### src/rtl/grpi2c_pkg.sv
package grpi2c_pkg;

  localparam int BYTE_W = 8;
  localparam int ADDR_W = 7;
  localparam logic [BYTE_W-1:0] CRC_POLY = 8'h07;

  typedef enum logic [3:0] {
    S_IDLE,
    S_ADDR,
    S_AACK,
    S_WDATA,
    S_WACK,
    S_WCRC,
    S_WCACK,
    S_RDATA,
    S_RACK,
    S_RCRC,
    S_RCACK,
    S_DONE
  } busState_e;

  // events decoded from the synchronised bus lines
  typedef struct packed {
    logic start;
    logic stop;
    logic rise;
    logic fall;
  } busEv_t;

  // strobes from control to datapath
  typedef struct packed {
    logic clrCnt;
    logic takeBit;
    logic latchAddr;
    logic latchData;
    logic ackDrive;
    logic relSda;
    logic loadRead;
    logic loadCrc;
    logic shiftOut;
    logic commit;
    logic setErr;
    logic clrErr;
    logic takeAck;
    logic crcClr;
  } strobe_t;

  function automatic logic [BYTE_W-1:0] crcFold(input logic [BYTE_W-1:0] crcIn,
                                                input logic [BYTE_W-1:0] dataIn);
    logic [BYTE_W-1:0] acc;
    acc = crcIn ^ dataIn;
    for (int i = 0; i < BYTE_W; i++) begin
      acc = acc[BYTE_W-1] ? ({acc[BYTE_W-2:0], 1'b0} ^ CRC_POLY) : {acc[BYTE_W-2:0], 1'b0};
    end
    return acc;
  endfunction

endpackage

### src/rtl/grpi2c_dp.sv
module grpi2c_dp
  import grpi2c_pkg::*;
#(
  parameter int GROUP_W     = 4,
  parameter int INDEX_W     = 5,
  parameter int SYNC_STAGES = 2
) (
  input  logic               clk,
  input  logic               rstN,
  input  logic               sclIn,
  input  logic               sdaIn,
  input  logic [GROUP_W-1:0] groupId,
  input  strobe_t            ctl,
  output busEv_t             ev,
  output logic               byteDone,
  output logic               addrHit,
  output logic               rwBit,
  output logic               crcMatch,
  output logic               ackBit,
  output logic               sdaOe,
  output logic               crcError
);

  localparam int REG_N       = 1 << INDEX_W;
  localparam int GROUP_SHIFT = ADDR_W - GROUP_W;
  localparam int CNT_W       = $clog2(BYTE_W + 1);

  // input synchronisers
  logic [SYNC_STAGES-1:0] sclPipe, sdaPipe;
  logic sclS, sdaS, sclPrev, sdaPrev;

  always_ff @(posedge clk or negedge rstN) begin
    if (!rstN) begin
      sclPipe <= '1;
      sdaPipe <= '1;
      sclPrev <= 1'b1;
      sdaPrev <= 1'b1;
    end else begin
      sclPipe <= {sclPipe[SYNC_STAGES-2:0], sclIn};
      sdaPipe <= {sdaPipe[SYNC_STAGES-2:0], sdaIn};
      sclPrev <= sclS;
      sdaPrev <= sdaS;
    end
  end

  assign sclS = sclPipe[SYNC_STAGES-1];
  assign sdaS = sdaPipe[SYNC_STAGES-1];

  always_comb begin
    ev.start = sclS && sclPrev && sdaPrev && !sdaS;
    ev.stop  = sclS && sclPrev && !sdaPrev && sdaS;
    ev.rise  = sclS && !sclPrev;
    ev.fall  = !sclS && sclPrev;
  end

  // byte shifting and decode
  logic [BYTE_W-1:0]  shiftReg;
  logic [CNT_W-1:0]   bitCnt;
  logic [INDEX_W-1:0] idxReg;
  logic [BYTE_W-1:0]  wrData;
  logic [BYTE_W-1:0]  crcReg;
  logic               rwReg;
  logic [BYTE_W-1:0]  regFile [REG_N];

  logic [ADDR_W:0] groupBase;
  logic [ADDR_W:0] diffAddr;

  assign groupBase = {1'b0, groupId, {GROUP_SHIFT{1'b0}}};
  assign diffAddr  = {1'b0, shiftReg[BYTE_W-1:1]} - groupBase;
  assign addrHit   = (diffAddr[ADDR_W:INDEX_W] == '0);
  assign byteDone  = (bitCnt == CNT_W'(BYTE_W));
  assign crcMatch  = (shiftReg == crcReg);
  assign rwBit     = rwReg;

  logic [BYTE_W-1:0] readByte;
  assign readByte = regFile[idxReg];

  always_ff @(posedge clk or negedge rstN) begin
    if (!rstN) begin
      shiftReg <= '0;
      bitCnt   <= '0;
    end else if (ctl.loadRead) begin
      shiftReg <= readByte;
      bitCnt   <= CNT_W'(1);
    end else if (ctl.loadCrc) begin
      shiftReg <= crcReg;
      bitCnt   <= CNT_W'(1);
    end else if (ctl.shiftOut) begin
      shiftReg <= {shiftReg[BYTE_W-2:0], 1'b0};
      bitCnt   <= bitCnt + 1'b1;
    end else if (ctl.takeBit) begin
      shiftReg <= {shiftReg[BYTE_W-2:0], sdaS};
      bitCnt   <= bitCnt + 1'b1;
    end else if (ctl.clrCnt) begin
      bitCnt   <= '0;
    end
  end

  always_ff @(posedge clk or negedge rstN) begin
    if (!rstN) begin
      idxReg <= '0;
      rwReg  <= 1'b0;
      wrData <= '0;
    end else begin
      if (ctl.latchAddr) begin
        idxReg <= diffAddr[INDEX_W-1:0];
        rwReg  <= shiftReg[0];
      end
      if (ctl.latchData) wrData <= shiftReg;
    end
  end

  // running CRC over the bytes of the message
  always_ff @(posedge clk or negedge rstN) begin
    if (!rstN)              crcReg <= '0;
    else if (ctl.crcClr)    crcReg <= '0;
    else if (ctl.latchAddr) crcReg <= crcFold(crcReg, shiftReg);
    else if (ctl.latchData) crcReg <= crcFold(crcReg, shiftReg);
    else if (ctl.loadRead)  crcReg <= crcFold(crcReg, readByte);
  end

  // open-drain data driver
  always_ff @(posedge clk or negedge rstN) begin
    if (!rstN)              sdaOe <= 1'b0;
    else if (ctl.ackDrive)  sdaOe <= 1'b1;
    else if (ctl.loadRead)  sdaOe <= ~readByte[BYTE_W-1];
    else if (ctl.loadCrc)   sdaOe <= ~crcReg[BYTE_W-1];
    else if (ctl.shiftOut)  sdaOe <= ~shiftReg[BYTE_W-2];
    else if (ctl.relSda)    sdaOe <= 1'b0;
  end

  always_ff @(posedge clk or negedge rstN) begin
    if (!rstN)            ackBit <= 1'b1;
    else if (ctl.takeAck) ackBit <= sdaS;
  end

  always_ff @(posedge clk or negedge rstN) begin
    if (!rstN)           crcError <= 1'b0;
    else if (ctl.setErr) crcError <= 1'b1;
    else if (ctl.clrErr) crcError <= 1'b0;
  end

  // register file
  always_ff @(posedge clk or negedge rstN) begin
    if (!rstN) begin
      for (int i = 0; i < REG_N; i++) regFile[i] <= '0;
    end else if (ctl.commit) begin
      regFile[idxReg] <= wrData;
    end
  end

endmodule

### src/rtl/grpi2c_ctrl.sv
module grpi2c_ctrl
  import grpi2c_pkg::*;
(
  input  logic      clk,
  input  logic      rstN,
  input  busEv_t    ev,
  input  logic      byteDone,
  input  logic      addrHit,
  input  logic      rwBit,
  input  logic      crcMatch,
  input  logic      ackBit,
  input  logic      crcEnable,
  output strobe_t   ctl,
  output busState_e state
);

  busState_e nxt;

  always_ff @(posedge clk or negedge rstN) begin
    if (!rstN) state <= S_IDLE;
    else       state <= nxt;
  end

  always_comb begin
    nxt = state;
    ctl = '0;
    if (ev.start) begin
      nxt        = S_ADDR;
      ctl.clrCnt = 1'b1;
      ctl.crcClr = 1'b1;
      ctl.relSda = 1'b1;
    end else if (ev.stop) begin
      nxt        = S_IDLE;
      ctl.relSda = 1'b1;
    end else begin
      unique case (state)
        S_ADDR: begin
          if (ev.rise) ctl.takeBit = 1'b1;
          else if (ev.fall && byteDone) begin
            ctl.latchAddr = 1'b1;
            if (addrHit) begin
              ctl.ackDrive = 1'b1;
              nxt          = S_AACK;
            end else begin
              nxt = S_IDLE;
            end
          end
        end
        S_AACK: begin
          if (ev.fall) begin
            ctl.clrCnt = 1'b1;
            if (rwBit) begin
              ctl.loadRead = 1'b1;
              nxt          = S_RDATA;
            end else begin
              ctl.relSda = 1'b1;
              nxt        = S_WDATA;
            end
          end
        end
        S_WDATA: begin
          if (ev.rise) ctl.takeBit = 1'b1;
          else if (ev.fall && byteDone) begin
            ctl.latchData = 1'b1;
            ctl.ackDrive  = 1'b1;
            nxt           = S_WACK;
          end
        end
        S_WACK: begin
          if (ev.fall) begin
            ctl.relSda = 1'b1;
            ctl.clrCnt = 1'b1;
            if (crcEnable) begin
              nxt = S_WCRC;
            end else begin
              ctl.commit = 1'b1;
              nxt        = S_DONE;
            end
          end
        end
        S_WCRC: begin
          if (ev.rise) ctl.takeBit = 1'b1;
          else if (ev.fall && byteDone) begin
            if (crcMatch) begin
              ctl.ackDrive = 1'b1;
              ctl.commit   = 1'b1;
              ctl.clrErr   = 1'b1;
              nxt          = S_WCACK;
            end else begin
              ctl.setErr = 1'b1;
              nxt        = S_DONE;
            end
          end
        end
        S_WCACK: begin
          if (ev.fall) begin
            ctl.relSda = 1'b1;
            nxt        = S_DONE;
          end
        end
        S_RDATA, S_RCRC: begin
          if (ev.fall) begin
            if (byteDone) begin
              ctl.relSda = 1'b1;
              nxt        = (state == S_RDATA) ? S_RACK : S_RCACK;
            end else begin
              ctl.shiftOut = 1'b1;
            end
          end
        end
        S_RACK: begin
          if (ev.rise) ctl.takeAck = 1'b1;
          else if (ev.fall) begin
            if (!ackBit && crcEnable) begin
              ctl.loadCrc = 1'b1;
              nxt         = S_RCRC;
            end else begin
              nxt = S_DONE;
            end
          end
        end
        S_RCACK: begin
          if (ev.fall) nxt = S_DONE;
        end
        default: ;
      endcase
    end
  end

endmodule

### src/rtl/grpi2c_top.sv
module grpi2c_top
  import grpi2c_pkg::*;
#(
  parameter int GROUP_W     = 4,
  parameter int INDEX_W     = 5,
  parameter int SYNC_STAGES = 2
) (
  input  logic               clk,
  input  logic               rstN,
  input  logic               sclIn,
  input  logic               sdaIn,
  input  logic [GROUP_W-1:0] groupId,
  input  logic               crcEnable,
  output logic               sdaOe,
  output logic               crcError
);

  busEv_t    busEv;
  strobe_t   strobes;
  busState_e ctrlState;
  logic      byteDone, addrHit, rwBit, crcMatch, ackBit;

  grpi2c_dp #(
    .GROUP_W    (GROUP_W),
    .INDEX_W    (INDEX_W),
    .SYNC_STAGES(SYNC_STAGES)
  ) u_dp (
    .clk      (clk),
    .rstN     (rstN),
    .sclIn    (sclIn),
    .sdaIn    (sdaIn),
    .groupId  (groupId),
    .ctl      (strobes),
    .ev       (busEv),
    .byteDone (byteDone),
    .addrHit  (addrHit),
    .rwBit    (rwBit),
    .crcMatch (crcMatch),
    .ackBit   (ackBit),
    .sdaOe    (sdaOe),
    .crcError (crcError)
  );

  grpi2c_ctrl u_ctrl (
    .clk      (clk),
    .rstN     (rstN),
    .ev       (busEv),
    .byteDone (byteDone),
    .addrHit  (addrHit),
    .rwBit    (rwBit),
    .crcMatch (crcMatch),
    .ackBit   (ackBit),
    .crcEnable(crcEnable),
    .ctl      (strobes),
    .state    (ctrlState)
  );

endmodule

### config.mk
export PLATFORM = sky130hd
export DESIGN_NAME = grpi2c_top
export DESIGN_NICKNAME = d
export VERILOG_FILES = /design/src/rtl/grpi2c_pkg.sv /design/src/rtl/grpi2c_dp.sv /design/src/rtl/grpi2c_ctrl.sv /design/src/rtl/grpi2c_top.sv
export SDC_FILE = /design/constraint.sdc
export NUM_CORES = 1
export LEC_CHECK = 0
export CORE_MARGIN = 1
export CORE_UTILIZATION = 45
export DETAILED_ROUTE_END_ITERATION = 8
export SETUP_SLACK_MARGIN = 0.1
export SLEW_MARGIN = 30
export SYNTH_ARGS = -nofsm -noshare
export SYNTH_HDL_FRONTEND = slang
export SYNTH_SLANG_ARGS = --single-unit
export TNS_END_PERCENT = 50
### constraint.sdc
create_clock -name clk -period 3.5 [get_ports clk]
set_input_delay 0.35 -clock clk [delete_from_list [all_inputs] [get_ports clk]]
set_output_delay 0.35 -clock clk [all_outputs]
set_load 0.02 [all_outputs]
Word-level counts from Yosys, hierarchy flattened
Index checks and enable logic that the tools add are counted.
Widths: inputs -> output; s select.
- flip-flop bits (word level): 303
- bits of input ports: 9
- logic and storage cells: 236
- output and inout bits: 2
- reductions and logical operators: 28
- eq/ne operators: 25
- add/sub/neg operators: 2
- mux-type cells: 111
- bitwise logic cells: 22
- $lt $le $gt $ge: 2
- operators with widths (cell ; count):
    $bwmux 256 ; 1
    $mux 4 ; 23
    $mux 8 ; 11
    $mux 3 ; 19
    $not 3->3 ; 16
    $mux 1 ; 41
    $bmux 8 s5 ; 1
    $demux 8 s5 ; 1
    $ne 4x3->1 const B ; 8
    $pmux 4 s8 ; 1
    $eq 4x3->1 const B ; 4
    $eq 4x4->1 const B ; 4
    $ne 4x4->1 const B ; 4
    $xor 8x8->8 ; 2
    $mux 2 ; 7
    $mux 7 ; 2
    $reduce_and 14->1 ; 1
    $logic_and 1x1->1 ; 10
    $reduce_bool 10->1 ; 1
    $reduce_bool 5->1 ; 2
    $eq 4x2->1 const B ; 2
    $eq 8x8->1 ; 1
    $reduce_bool 4->1 ; 2
    $reduce_or 2->1 ; 4
    other kinds (15) ; 22

Longest topological paths before layout
- word-level depth: 25
- depth in mapped cells: 12
- depth with buffers taken out: 11

Cells and area by module
From an unflattened synthesis, not the netlist that was laid out.
- cell total of the unflattened synthesis: 1158
- area total of the unflattened synthesis: 15132.0 um2
- by module, submodules not included (module ; cells each ; times used ; area each (um2)):
    grpi2c_dp ; 1066 ; 1 ; 14501.4
    grpi2c_ctrl ; 92 ; 1 ; 630.6

Worst setup path after synthesis
Ideal clock, no wire load.
- kind: reg2reg
- from: register u_dp.crcReg[2]
- to: register u_dp.regFile[53] in the netlist's numbering
- cell stages (with the launch flop): 12
- slack: 882 ps
- arrival: 2493 ps
- required time: 3375 ps
- cell sequence: dfrtp_1 -> xnor2_1 -> ha_1 -> and3_1 -> and3_1 -> a21oi_1 -> nor3_2 -> nand2_1 -> or2_1 -> buf_2 -> nor2_4 -> mux2_2
- cells in the longest elaborated chain, start to end: 7
- ends and longest elaborated chain (what ; RTL line ; RTL):
    start: declaration ; grpi2c_dp.sv:61 ; logic [BYTE_W-1:0] crcReg;
    start signal: assignment ; grpi2c_dp.sv:117 ; else if (ctl.latchAddr) crcReg <= crcFold(crcReg, shiftReg);
    start signal: assignment ; grpi2c_dp.sv:118 ; else if (ctl.latchData) crcReg <= crcFold(crcReg, shiftReg);
    start signal: assignment ; grpi2c_dp.sv:119 ; else if (ctl.loadRead) crcReg <= crcFold(crcReg, readByte);
    $eq 8x8->1 ; grpi2c_dp.sv:72 ; assign crcMatch = (shiftReg == crcReg);
    $mux 1 ; grpi2c_ctrl.sv:84 ; if (crcMatch) begin
    $mux 3 ; grpi2c_ctrl.sv:83 ; else if (ev.fall && byteDone) begin
    $mux 3 ; grpi2c_ctrl.sv:82 ; if (ev.rise) ctl.takeBit = 1'b1;
    $pmux 1 s2 ; grpi2c_ctrl.sv:36 ; unique case (state)
    $mux 7 ; grpi2c_ctrl.sv:32 ; end else if (ev.stop) begin
    $mux 7 ; grpi2c_ctrl.sv:27 ; if (ev.start) begin
    end signal: indexed assignment ; grpi2c_dp.sv:148 ; regFile[idxReg] <= wrData;
    end: declaration ; grpi2c_dp.sv:63 ; logic [BYTE_W-1:0] regFile [REG_N];
Every way passes these cells.
A chain may end at the register's enable or synchronous reset.

Worst setup path after layout
- from: register u_dp.shiftReg[2]
- to: register u_dp.regFile[210] in the netlist's numbering
- cells in the longest elaborated chain, start to end: 7
- ends and longest elaborated chain (what ; RTL line ; RTL):
    start: declaration ; grpi2c_dp.sv:57 ; logic [BYTE_W-1:0] shiftReg;
    start signal: assignment ; grpi2c_dp.sv:83 ; shiftReg <= readByte;
    start signal: assignment ; grpi2c_dp.sv:86 ; shiftReg <= crcReg;
    start signal: assignment ; grpi2c_dp.sv:89 ; shiftReg <= {shiftReg[BYTE_W-2:0], 1'b0};
    $eq 8x8->1 ; grpi2c_dp.sv:72 ;
    $mux 1 ; grpi2c_ctrl.sv:84 ;
    $mux 3 ; grpi2c_ctrl.sv:83 ;
    $mux 3 ; grpi2c_ctrl.sv:82 ;
    $pmux 1 s2 ; grpi2c_ctrl.sv:36 ;
    $mux 7 ; grpi2c_ctrl.sv:32 ;
    $mux 7 ; grpi2c_ctrl.sv:27 ;
Every way passes these cells.

==> summary.md <==
| Metric | Value |
|---|---|
| H-tree depth | 2 |
| Post-synth EDFFs | 0 |
| Data arrival time of the worst path | 3.67 ns |
| Cell Area, Synth | about 15000 um2 |
| Syn_area_per_cell | around 13 um2 |
| Critical path class | reg -> reg |
| Post-detailed-route count of antenna-violating nets | 0 |
| Final worst-path cycle share | between 90% and 100% |
| Largest net degree at the start of global routing | a little under 100 |
| Max transition margin | 40.9% |
| Util after Layout | 52.0% |
| WP buf/inv | 0 |
| Die Height | about 180 um |
| Total die area | between 30000 and 40000 um2 |
| Clk_skew | roughly 0.015 ns |
| Leak Pwr | between 0.007 and 0.008 uW |
| CP Cell Sequence | xnor2_1 -> ha_1 -> and3_1 -> and3_1 -> a21oi_1 -> nor3_2 -> nand2_1 -> nor2_1 -> nand2_1 -> mux2_2 |
| Clock Sinks | approximately 300 |
| Routed WL per cell | 23.8 um |
| Least-Margin Pin Slew | between 0.8 and 0.9 ns |
| DRC | 0 |
| F_max | 305 MHz |
| WP depth | 10 |
| Worst hold path type | in -> reg |
| Design area | around 17000 um2 |
| Clk buf depth | 3 |
| CP endpoint kind | flop |
| Critical Path RT | between 3 and 4 ns |
| Crit path max-delay family | simple AND/OR/NAND/NOR gates |
| Width of the die | about 180 um |
| Critical Path Max Stage Delay | approximately 0.53 ns |
| Total negative slack | 0 ns |
| WHS Path Cells | 1 |
| CP Launch Type | flop |
| Largest cells by area after synthesis | dfrtp_1 50%, mux2_2 19%, mux2i_1 6.7%, mux4_2 2.4%, o22ai_1 2.1% |
| Power Dens Cells | 435 nW/um2 |
| Sequential cell area fraction in the yosys report | between 50% and 60% |
| Final setup viols | 0 |
| Post-route minimum period | around 3.3 ns |
| Post-synth top area share | between 40% and 50% |
| Reg2reg path depth | 10 |
| GP Congestion | 0.892 |
| Distinct cells, synth | 66 |
| Pre-CTS WS | 0.193 ns |
| Final nets | roughly 1.2k |
| DR pass1 iterations | 5 |
| Critical Path Fanout Max | 8 |
| Max-Cap Viols | 0 |
| Share of cells above drive strength 1 | between 30% and 40% |
| Most frequent cells after synthesis | 296 x dfrtp_1, 248 x mux2_2, 100 x mux2i_1 |
| HPWL after detailed placement | 26800 um |
| Max Slew Vio Count | 0 |
| Cell Rows | 66 |
| Clock input transition at the sequential cells of the worst setup and hold paths | 0.06 ns |
| Initial antenna violation count | 1 |
| Core Box Area | around 33000 um2 |
| Peak supply drop | 0.324 mV |
| Global Route Usage Sum | roughly a quarter |
| Post-CTS Setup Inserts | 0 |
| DR vias/cell | a little under 6 |
| Hold violation total from the final report | 0 |
| Total routed wirelength | approximately 39000 um |
| Clock latency on the worst-skew pair | 0.52 ns |
| Post-synth ARST share | 100% |
| Starting Density | around 46% |
| Register bit total from synthesis | between 300 and 400 |
| Post-synthesis instance total | ~1.2k |
| Synth warn | 0 |
| DR vias | a little under 10k |
| Number of global-route vias before repair | between 9k and 10k |
| Starting DRT DRC Count | 708 |
| RSZ-0062 raised after global routing | true |
| Main synth FF type | dfrtp_1 |
| Synthesized net count | around 1.2k |
| Cell with the most instances after synthesis | dfrtp_1 |
| Critical path's slowest cell | nor2_1 |
| Gr ovfl total | 0 |
| I/O Pins | 11 |
| Num CTS Buffers | 34 |
| Largest area contributor in the netlist | dfrtp_1 |
| Final WS setup | about 0.22 ns |
| DP Area | about 16000 um2 |
| CTS tree | built |
| Global-route wire length before repair | slightly above 60000 um |
| Outcome | completed |
| Layout overhead on the synthesized area | 13.5% |
| CTS Root Buffer Type | clkbuf_16 |
| Number of port buffers | 10 |
==> registers in the layout, summed over array words and instances, names as in the netlist <==
register,flops
u_dp.regFile,256
u_dp.crcReg,8
u_dp.shiftReg,8
u_dp.wrData,8
u_dp.idxReg,5
u_ctrl.state,4
u_dp.bitCnt,4
u_dp.sclPipe,2
u_dp.sdaPipe,2
u_dp.ackBit,1
u_dp.crcError,1
u_dp.rwBit,1
u_dp.sclPrev,1
u_dp.sdaOe,1
u_dp.sdaPrev,1
==> per-stage QoR <==
stage / hold WS (ns) / instances / power, uW
floorplan: 0.0544 / 1153 / 3760
global placement: 0.345 / 1597 / 3900
detailed placement: 0.348 / 1597 / 3900
CTS: 0.230 / 1657 / 7450
global route: 0.235 / 1657 / 7620
finish: 0.245 / 1658 / 7370
==> layer usage <==
metal / GRT usage (%) / share of wire (%) / vias up / routed length [um]
met4: 7.70 / 3.0 / 0 / 1180
met3: 5.15 / 5.6 / 66 / 2210
met1: 33.1 / 45 / 5013 / 17600
li1: - / - / 4291 / -
met2: 38.5 / 47 / 241 / 18400
met5: 0 / 0 / - / 0
==> logic make-up (layout without fill, tap and decap cells) <==
kind of cell    Yosys count  in the layout  share of synthesized area, %
compound gates          126            126                          5.39
xor+xnor                 45             45                          2.89
mux                     385            385                          29.4
buf+inv                  86            148                          2.69
other cells               0              1                             0
fa+ha+maj                10             10                         0.890
flops                   303            303                          50.9
simple gates            198            198                          7.79
==> power breakdown <==
part           internal (uW)  switching, uW  leakage, uW  total (uW)
logic                    104            175      0.00284         279
registers               3530           29.4      0.00419        3560
clock network           2110           1420     0.000538        3530
total                   5750           1620      0.00756        7370
==> final cells by class <==
class	instances	area, um2
Antenna cell	1	2.50
Clock buffer	50	992
Clock inverter	9	105
Fill cell	2878	15600
Inverter	11	41.3
Multi-Input combinational cell	764	6940
Sequential cell	303	7600
Tap cell	442	553
Timing Repair Buffer	78	693
==> worst paths after layout <==
check,endpoint,start,slack (ns)
max in group asynchronous,u_dp.regFile[132]$_DFFE_PN0P_,rstN,2.13
min in group asynchronous,u_ctrl.state[3]$_DFFE_PN0P_,rstN,0.44
min,u_dp.sdaPipe[0]$_DFF_PN1_,sdaIn,0.25
max reg2reg,u_dp.regFile[210]$_DFFE_PN0P_,u_dp.shiftReg[2]$_DFFE_PN0P_,0.22
min reg2reg,u_dp.sclPipe[1]$_DFF_PN1_,u_dp.sclPipe[0]$_DFF_PN1_,0.36
max,u_dp.regFile[210]$_DFFE_PN0P_,u_dp.shiftReg[2]$_DFFE_PN0P_,0.22
==> cell usage in the layout, fill, tap and decap left out, types with 10 or more instances in the layout <==
| cell type | count |
|---|---|
| dfrtp_1 | 290 |
| mux2_2 | 248 |
| mux2i_1 | 100 |
| nand2_1 | 65 |
| buf_4 | 61 |
| o22ai_1 | 49 |
| clkbuf_16 | 35 |
| xnor2_1 | 30 |
| nor2_1 | 28 |
| a21oi_1 | 23 |
| mux2_1 | 21 |
| o21ai_0 | 17 |
| mux4_2 | 16 |
| nor4_1 | 12 |
| inv_1 | 11 |
| nor2b_1 | 11 |
| xor2_1 | 10 |
==> timing repair <==
item,4_1_cts,5_1_grt
hold buffers,1,0
endpoints found under the setup margin,0,85
gates resized for setup,0,4
endpoints found under the hold margin,87,0
No activity file was read; power rests on OpenSTA's default activity.
